### config.mk
export PLATFORM = sky130hd
export DESIGN_NAME = gp_timer
export DESIGN_NICKNAME = d
export VERILOG_FILES = /design/src/rtl/gpt_pkg.sv /design/src/rtl/gpt_edge_sync.sv /design/src/rtl/gpt_datapath.sv /design/src/rtl/gpt_ctrl.sv /design/src/rtl/gp_timer.sv
export SDC_FILE = /design/constraint.sdc
export NUM_CORES = 1
export LEC_CHECK = 0
export BUFFER_PORTS_ARGS = -buffer_cell sky130_fd_sc_hd__buf_2
export CORE_MARGIN = 5
export CORE_UTILIZATION = 52
export CTS_CLUSTER_DIAMETER = 150
export DETAILED_ROUTE_END_ITERATION = 12
export PLACE_DENSITY = 0.75
export SETUP_SLACK_MARGIN = 0.1
export SLEW_MARGIN = 10
export SYNTH_ARGS = -nofsm -noshare
export SYNTH_HDL_FRONTEND = slang
export SYNTH_SLANG_ARGS = --single-unit
### constraint.sdc
create_clock -name clk -period 5.29 [get_ports clk]
set_clock_uncertainty 0.05 [all_clocks]
set_input_delay 1.587 -clock clk [delete_from_list [all_inputs] [get_ports clk]]
set_output_delay 1.587 -clock clk [all_outputs]
set_load 0.02 [all_outputs]
### src/rtl/gpt_pkg.sv
package gpt_pkg;

  typedef enum logic [1:0] {
    MODE_OFF = 2'd0,
    MODE_GEN = 2'd1,
    MODE_CAP = 2'd2,
    MODE_CNT = 2'd3
  } modeT;

  typedef struct packed {
    logic en;
    modeT mode;
    logic edgeSel;
    logic altClk;
  } cfgT;

  typedef struct packed {
    logic start;
    logic loadOne;
    logic wrPeriod;
    logic wrWidth;
  } strobeT;

  localparam logic [2:0] A_CTRL   = 3'd0;
  localparam logic [2:0] A_STAT   = 3'd1;
  localparam logic [2:0] A_PER_LO = 3'd2;
  localparam logic [2:0] A_PER_HI = 3'd3;
  localparam logic [2:0] A_WID_LO = 3'd4;
  localparam logic [2:0] A_WID_HI = 3'd5;
  localparam logic [2:0] A_CNT_LO = 3'd6;
  localparam logic [2:0] A_CNT_HI = 3'd7;

  localparam int CTRL_W = 6;

endpackage

### src/rtl/gpt_edge_sync.sv
module gpt_edge_sync #(
  parameter int stages = 2
) (
  input  logic clk,
  input  logic rstN,
  input  logic pinIn,
  output logic rise,
  output logic fall
);
  // shiftQ[stages-1] is the synchronised level, shiftQ[stages] its previous value
  logic [stages:0] shiftQ;

  always_ff @(posedge clk) begin
    if (!rstN) shiftQ <= '0;
    else       shiftQ <= {shiftQ[stages-1:0], pinIn};
  end

  assign rise = shiftQ[stages-1] & ~shiftQ[stages];
  assign fall = ~shiftQ[stages-1] & shiftQ[stages];
endmodule

### src/rtl/gpt_datapath.sv
module gpt_datapath import gpt_pkg::*; #(
  parameter int cntW = 32,
  parameter int syncStages = 2
) (
  input  logic            clk,
  input  logic            rstN,
  input  cfgT             cfg,
  input  strobeT          strb,
  input  logic [cntW-1:0] wrData,
  input  logic            timerIn,
  input  logic            altClkIn,
  output logic [cntW-1:0] cntQ,
  output logic [cntW-1:0] periodQ,
  output logic [cntW-1:0] widthQ,
  output logic            evtReset,
  output logic            evtOvf,
  output logic            timerOut
);
  localparam logic [cntW-1:0] ONE = cntW'(1);
  localparam logic [cntW-1:0] MAX = '1;

  logic pinRise, pinFall, altRise, altFall;
  logic leadEdge, trailEdge, active, tick, capPer, capWid;
  logic [cntW-1:0] cntNext, cntInc;

  // one synchroniser per asynchronous input
  for (genvar g = 0; g < 2; g++) begin : gSync
    if (g == 0) begin : gPin
      gpt_edge_sync #(.stages(syncStages)) uSync (
        .clk(clk), .rstN(rstN), .pinIn(timerIn), .rise(pinRise), .fall(pinFall));
    end else begin : gAlt
      gpt_edge_sync #(.stages(syncStages)) uSync (
        .clk(clk), .rstN(rstN), .pinIn(altClkIn), .rise(altRise), .fall(altFall));
    end
  end

  always_comb begin
    leadEdge  = cfg.edgeSel ? pinFall : pinRise;
    trailEdge = cfg.edgeSel ? pinRise : pinFall;
    active    = cfg.en && (cfg.mode != MODE_OFF);
    cntInc    = cntQ + ONE;
    unique case (cfg.mode)
      MODE_GEN: tick = cfg.altClk ? (altRise & ~altFall) : 1'b1;
      MODE_CAP: tick = 1'b1;
      MODE_CNT: tick = leadEdge;
      default:  tick = 1'b0;
    endcase
  end

  always_comb begin
    cntNext  = cntQ;
    evtReset = 1'b0;
    evtOvf   = 1'b0;
    capPer   = 1'b0;
    capWid   = 1'b0;
    if (strb.start) begin
      cntNext = strb.loadOne ? ONE : '0;
    end else if (active) begin
      if (cfg.mode == MODE_CAP && leadEdge) begin
        capPer   = 1'b1;
        cntNext  = ONE;
        evtReset = 1'b1;
      end else if (tick) begin
        if (cfg.mode == MODE_GEN && cntQ == periodQ) begin
          cntNext  = ONE;
          evtReset = 1'b1;
        end else if (cfg.mode == MODE_CNT && cntInc == periodQ) begin
          cntNext  = '0;
          evtReset = 1'b1;
        end else if (cntQ == MAX) begin
          cntNext = '0;
          evtOvf  = 1'b1;
        end else begin
          cntNext = cntInc;
        end
      end
      capWid = (cfg.mode == MODE_CAP) && trailEdge;
    end
  end

  always_ff @(posedge clk) begin
    if (!rstN) begin
      cntQ    <= '0;
      periodQ <= '0;
      widthQ  <= '0;
    end else begin
      cntQ <= cntNext;
      if (capPer)             periodQ <= cntQ;
      else if (strb.wrPeriod) periodQ <= wrData;
      if (capWid)             widthQ  <= cntQ;
      else if (strb.wrWidth)  widthQ  <= wrData;
    end
  end

  assign timerOut = active && (cfg.mode == MODE_GEN) && (cntQ <= widthQ);
endmodule

### src/rtl/gpt_ctrl.sv
module gpt_ctrl import gpt_pkg::*; #(
  parameter int busW = 16,
  localparam int cntW = 2 * busW
) (
  input  logic            clk,
  input  logic            rstN,
  input  logic            busWe,
  input  logic            busRe,
  input  logic [2:0]      busAddr,
  input  logic [busW-1:0] busWdata,
  output logic [busW-1:0] busRdata,
  input  logic [cntW-1:0] cntIn,
  input  logic [cntW-1:0] periodIn,
  input  logic [cntW-1:0] widthIn,
  input  logic            evtReset,
  input  logic            evtOvf,
  output cfgT             cfg,
  output strobeT          strb,
  output logic [cntW-1:0] wrData,
  output logic [1:0]      flags,
  output logic            irq
);
  logic [CTRL_W-1:0] ctrlQ;
  logic              intFlag, ovfFlag;
  logic [busW-1:0]   stashQ, shadowQ;
  logic              wrCtrl, wrStat;

  assign wrCtrl = busWe && (busAddr == A_CTRL);
  assign wrStat = busWe && (busAddr == A_STAT);

  always_comb begin
    cfg.en      = ctrlQ[0];
    cfg.mode    = modeT'(ctrlQ[2:1]);
    cfg.edgeSel = ctrlQ[4];
    cfg.altClk  = ctrlQ[5];
    strb.start    = wrCtrl && busWdata[0] && !ctrlQ[0];
    strb.loadOne  = modeT'(busWdata[2:1]) == MODE_GEN;
    strb.wrPeriod = busWe && (busAddr == A_PER_HI);
    strb.wrWidth  = busWe && (busAddr == A_WID_HI);
    wrData        = {busWdata, stashQ};
  end

  always_ff @(posedge clk) begin
    if (!rstN) begin
      ctrlQ   <= '0;
      intFlag <= 1'b0;
      ovfFlag <= 1'b0;
      stashQ  <= '0;
      shadowQ <= '0;
    end else begin
      if (wrCtrl) ctrlQ <= busWdata[CTRL_W-1:0];
      if (busWe && (busAddr == A_PER_LO || busAddr == A_WID_LO)) stashQ <= busWdata;
      intFlag <= evtReset | (intFlag & ~(wrStat & busWdata[0]));
      ovfFlag <= evtOvf   | (ovfFlag & ~(wrStat & busWdata[1]));
      if (busRe) begin
        case (busAddr)
          A_PER_LO: shadowQ <= periodIn[cntW-1:busW];
          A_WID_LO: shadowQ <= widthIn[cntW-1:busW];
          A_CNT_LO: shadowQ <= cntIn[cntW-1:busW];
          default:  shadowQ <= shadowQ;
        endcase
      end
    end
  end

  always_comb begin
    busRdata = '0;
    if (busRe) begin
      case (busAddr)
        A_CTRL:   busRdata = {{(busW-CTRL_W){1'b0}}, ctrlQ};
        A_STAT:   busRdata = {{(busW-2){1'b0}}, ovfFlag, intFlag};
        A_PER_LO: busRdata = periodIn[busW-1:0];
        A_WID_LO: busRdata = widthIn[busW-1:0];
        A_CNT_LO: busRdata = cntIn[busW-1:0];
        default:  busRdata = shadowQ;
      endcase
    end
  end

  assign flags = {ovfFlag, intFlag};
  assign irq   = ctrlQ[3] && (intFlag || ovfFlag);
endmodule

### src/rtl/gp_timer.sv
module gp_timer import gpt_pkg::*; #(
  parameter int busW = 16,
  parameter int syncStages = 2
) (
  input  logic            clk,
  input  logic            rstN,
  input  logic            busWe,
  input  logic            busRe,
  input  logic [2:0]      busAddr,
  input  logic [busW-1:0] busWdata,
  output logic [busW-1:0] busRdata,
  input  logic            timerIn,
  input  logic            altClkIn,
  output logic            timerOut,
  output logic            irq
);
  localparam int cntW = 2 * busW;

  cfgT             cfg;
  strobeT          strb;
  logic [cntW-1:0] wrData, cntQ, periodQ, widthQ;
  logic            evtReset, evtOvf;
  logic [1:0]      flags;

  gpt_ctrl #(.busW(busW)) uCtrl (
    .clk(clk), .rstN(rstN), .busWe(busWe), .busRe(busRe), .busAddr(busAddr),
    .busWdata(busWdata), .busRdata(busRdata), .cntIn(cntQ), .periodIn(periodQ),
    .widthIn(widthQ), .evtReset(evtReset), .evtOvf(evtOvf), .cfg(cfg),
    .strb(strb), .wrData(wrData), .flags(flags), .irq(irq));

  gpt_datapath #(.cntW(cntW), .syncStages(syncStages)) uData (
    .clk(clk), .rstN(rstN), .cfg(cfg), .strb(strb), .wrData(wrData),
    .timerIn(timerIn), .altClkIn(altClkIn), .cntQ(cntQ), .periodQ(periodQ),
    .widthQ(widthQ), .evtReset(evtReset), .evtOvf(evtOvf), .timerOut(timerOut));
endmodule

==> reports/summary.txt <==
Outcome = completed
Leak = 5.173 nW
Peak VDD IR = 0.2065 mV
RSZ-0062 raised after global routing = no
CP arrival = 2.97 ns
First drt pass iteration count = 6
Row count = 50
Final Setup Violations = 0
Power Density = 231.2 nW/um^2
Fmax = 0.2169 GHz
Hold Crit Class = reg -> reg
Peak fanout along the critical path = 24
Final hold vios = 0
CTS clk-pin slew, worst paths = 0.07 ns
Syn nets = 1237
Vias in the first global route = 8458
Final ANT Viol Nets = 0
Routability cong. = 1.057
EDFF count, synth = 0
Layout cells sized above 1 = 12.10%
Unique masters post-synth = 69
Total Wirelength = 31.43 mm
Post-route minimum period = 4.611 ns
Worst Setup Path Type = in -> out
First-pass GRT wire length = 48.81 mm
DP HPWL = 22.39 mm
Detailed Route Iter0 Violations = 1177
Max-slew violation count = 0
Setup Buffers After CTS = 0
Clk root buf = clkbuf_16
Asr flop ratio synth = 0%
Worst-Margin Slew = 1.104 ns
Top-count cell post-synth = dfxtp_1
Syn Area/Cell = 8.387 um^2
Sequential area share after synthesis = 28.75%
Layout area overhead = 8.782%
Synth Cell Area = 9888 um^2
Worst Setup End Kind = output pin
DRC Markers = 0
TNS Setup = 0 ns
Core Area = 18710 um^2
DR vias/cell = 6.450
Top Ports = 43
Die height = 147.9 um
Syn. warnings = 0
Headroom to the max-slew limit = 26.40%
CTS Hold Bufs = 0
Final Cell Area = 10760 um^2
Initial antenna violation count = 0
Area share of the largest cell type after synthesis = 28.75%
Largest net degree at the start of global routing = 72
Mapped Cells = 1179
Post-route clock period utilization = 87.17%
CTS tree = built
Most used DFF post-synth = dfxtp_1
GRT Util Overall = 28.29%
Number of CTS-inserted buffers = 17
Die area = 21870 um^2
H-tree levels = 4
N_diodes = 0
Largest area contributor in the synthesized netlist = dfxtp_1
Critical path data required time = 3.65 ns
Max-cap violations = 0
Synth top area cells = dfxtp_1, mux2i_1, o211a_1
WL/cell = 22.20 um
Clock latency on the worst-skew pair = 0.43 ns
Post-cts resize count = 0
Gr ovfl total = 0
Width of the die = 147.9 um
Input/output buffers = 42
Initial Utilization = 52.86%
DP Area = 10200 um^2
CTS sink cnt = 142
Post-layout util = 57.50%
CTS max path bufs = 2
Most frequent cells after synthesis = dfxtp_1, nand2_1, mux2i_1
Seq cells post-synth = 142
Type of origin of the critical path = input port
DR vias = 9133
Fin nets = 1227
[path summary, 6_finish.rpt]
| kind | slack [ns] | cells after the start | start | to |
|---|---|---|---|---|
| worst max-delay path | 0.68 | 6 | busAddr[2] | busRdata[5] |
| worst min-delay path | 0.38 | 1 | uData.gSync[0].gPin.uSync.shiftQ[0] | uData.gSync[0].gPin.uSync.shiftQ[1] |
| worst max register to register | 1.04 | 12 | uData.cntQ[0] | uData.cntQ[2] |
| worst min register to register | 0.38 | 1 | uData.gSync[0].gPin.uSync.shiftQ[0] | uData.gSync[0].gPin.uSync.shiftQ[1] |
[critical path, stage by stage]
cell	delay, ns
buf_2	0.20
buf_4	0.32
mux4_2	0.54
nand2b_1	0.08
a21boi_0	0.08
buf_2	0.16
[state kept, by name (all words and copies together), names as in the netlist]
register                       flops
uCtrl.shadowQ                     16
uCtrl.stashQ                      16
uCtrl.intFlag                      1
uData.gSync.gPin.uSync.shiftQ      3
uData.periodQ                     32
uCtrl.ovfFlag                      1
uCtrl.ctrlQ                        6
uData.gSync.gAlt.uSync.shiftQ      3
uData.widthQ                      32
uData.cntQ                        32
[logic make-up (layout without fill, tap and decap cells)]
family | count (synthesis) | in the layout | synth area share, %
and+or+nand+nor | 421 | 421 | 23.09
AOI/OAI and AO/OA | 268 | 268 | 20.94
buffers and inverters | 149 | 152 | 6.403
DFF | 142 | 142 | 28.75
muxes | 113 | 113 | 11.94
xor gates and xnor gates | 53 | 53 | 4.694
adders and majority gates | 33 | 33 | 4.176
[where the power goes]
part,leakage [nW],switching (mW),internal [mW]
registers,1.15,0.0183,1.09
clock network,0.269,0.542,0.615
logic,3.76,0.140,0.0857
[through the flow]
step	hold slack, ns	power, mW	instances	setup WS (ns)
after floorplan	0.3619	1.275	1179	0.2192
after global placement	0.3645	1.346	1384	0.7076
after detailed placement	0.3679	1.350	1384	0.6801
after CTS	0.3842	2.490	1416	0.6530
after global routing	0.4256	2.562	1416	0.5011
final	0.3831	2.487	1416	0.6785
[layer usage]
layer	vias to the layer above	track usage (%)	wire, um
met2	433	44.07	14200
met1	4347	40.32	13640
met3	57	4.139	2793
met4	0	9.376	798
li1	4296	-	-
met5	-	0	0
[layout by cell type (no fill, tap or decap), types with 16 or more instances in the layout]
cell         n
inv_1       46
ha_1        33
xor2_1      18
a21oi_1     41
a211oi_1    19
dfxtp_1    142
xnor2_1     35
mux2i_1    109
nand3_1     32
and2_1      20
o211a_1     65
nor2_1      56
nand2_1    117
buf_4       32
o21ai_0     31
buf_2       41
clkbuf_16   17
nor2b_1     48
nand4_1     41
a31oi_1     16
[final cells by class]
| cell class | count | area, um^2 |
|---|---|---|
| Multi-Input combinational cell | 888 | 6431 |
| Tap cell | 234 | 292.8 |
| Clock buffer | 17 | 425.4 |
| Inverter | 46 | 172.7 |
| Clock inverter | 15 | 126.4 |
| Timing Repair Buffer | 74 | 465.4 |
| Fill cell | 1703 | 7949 |
| Sequential cell | 142 | 2843 |
Power figures use the tool's default switching activity.
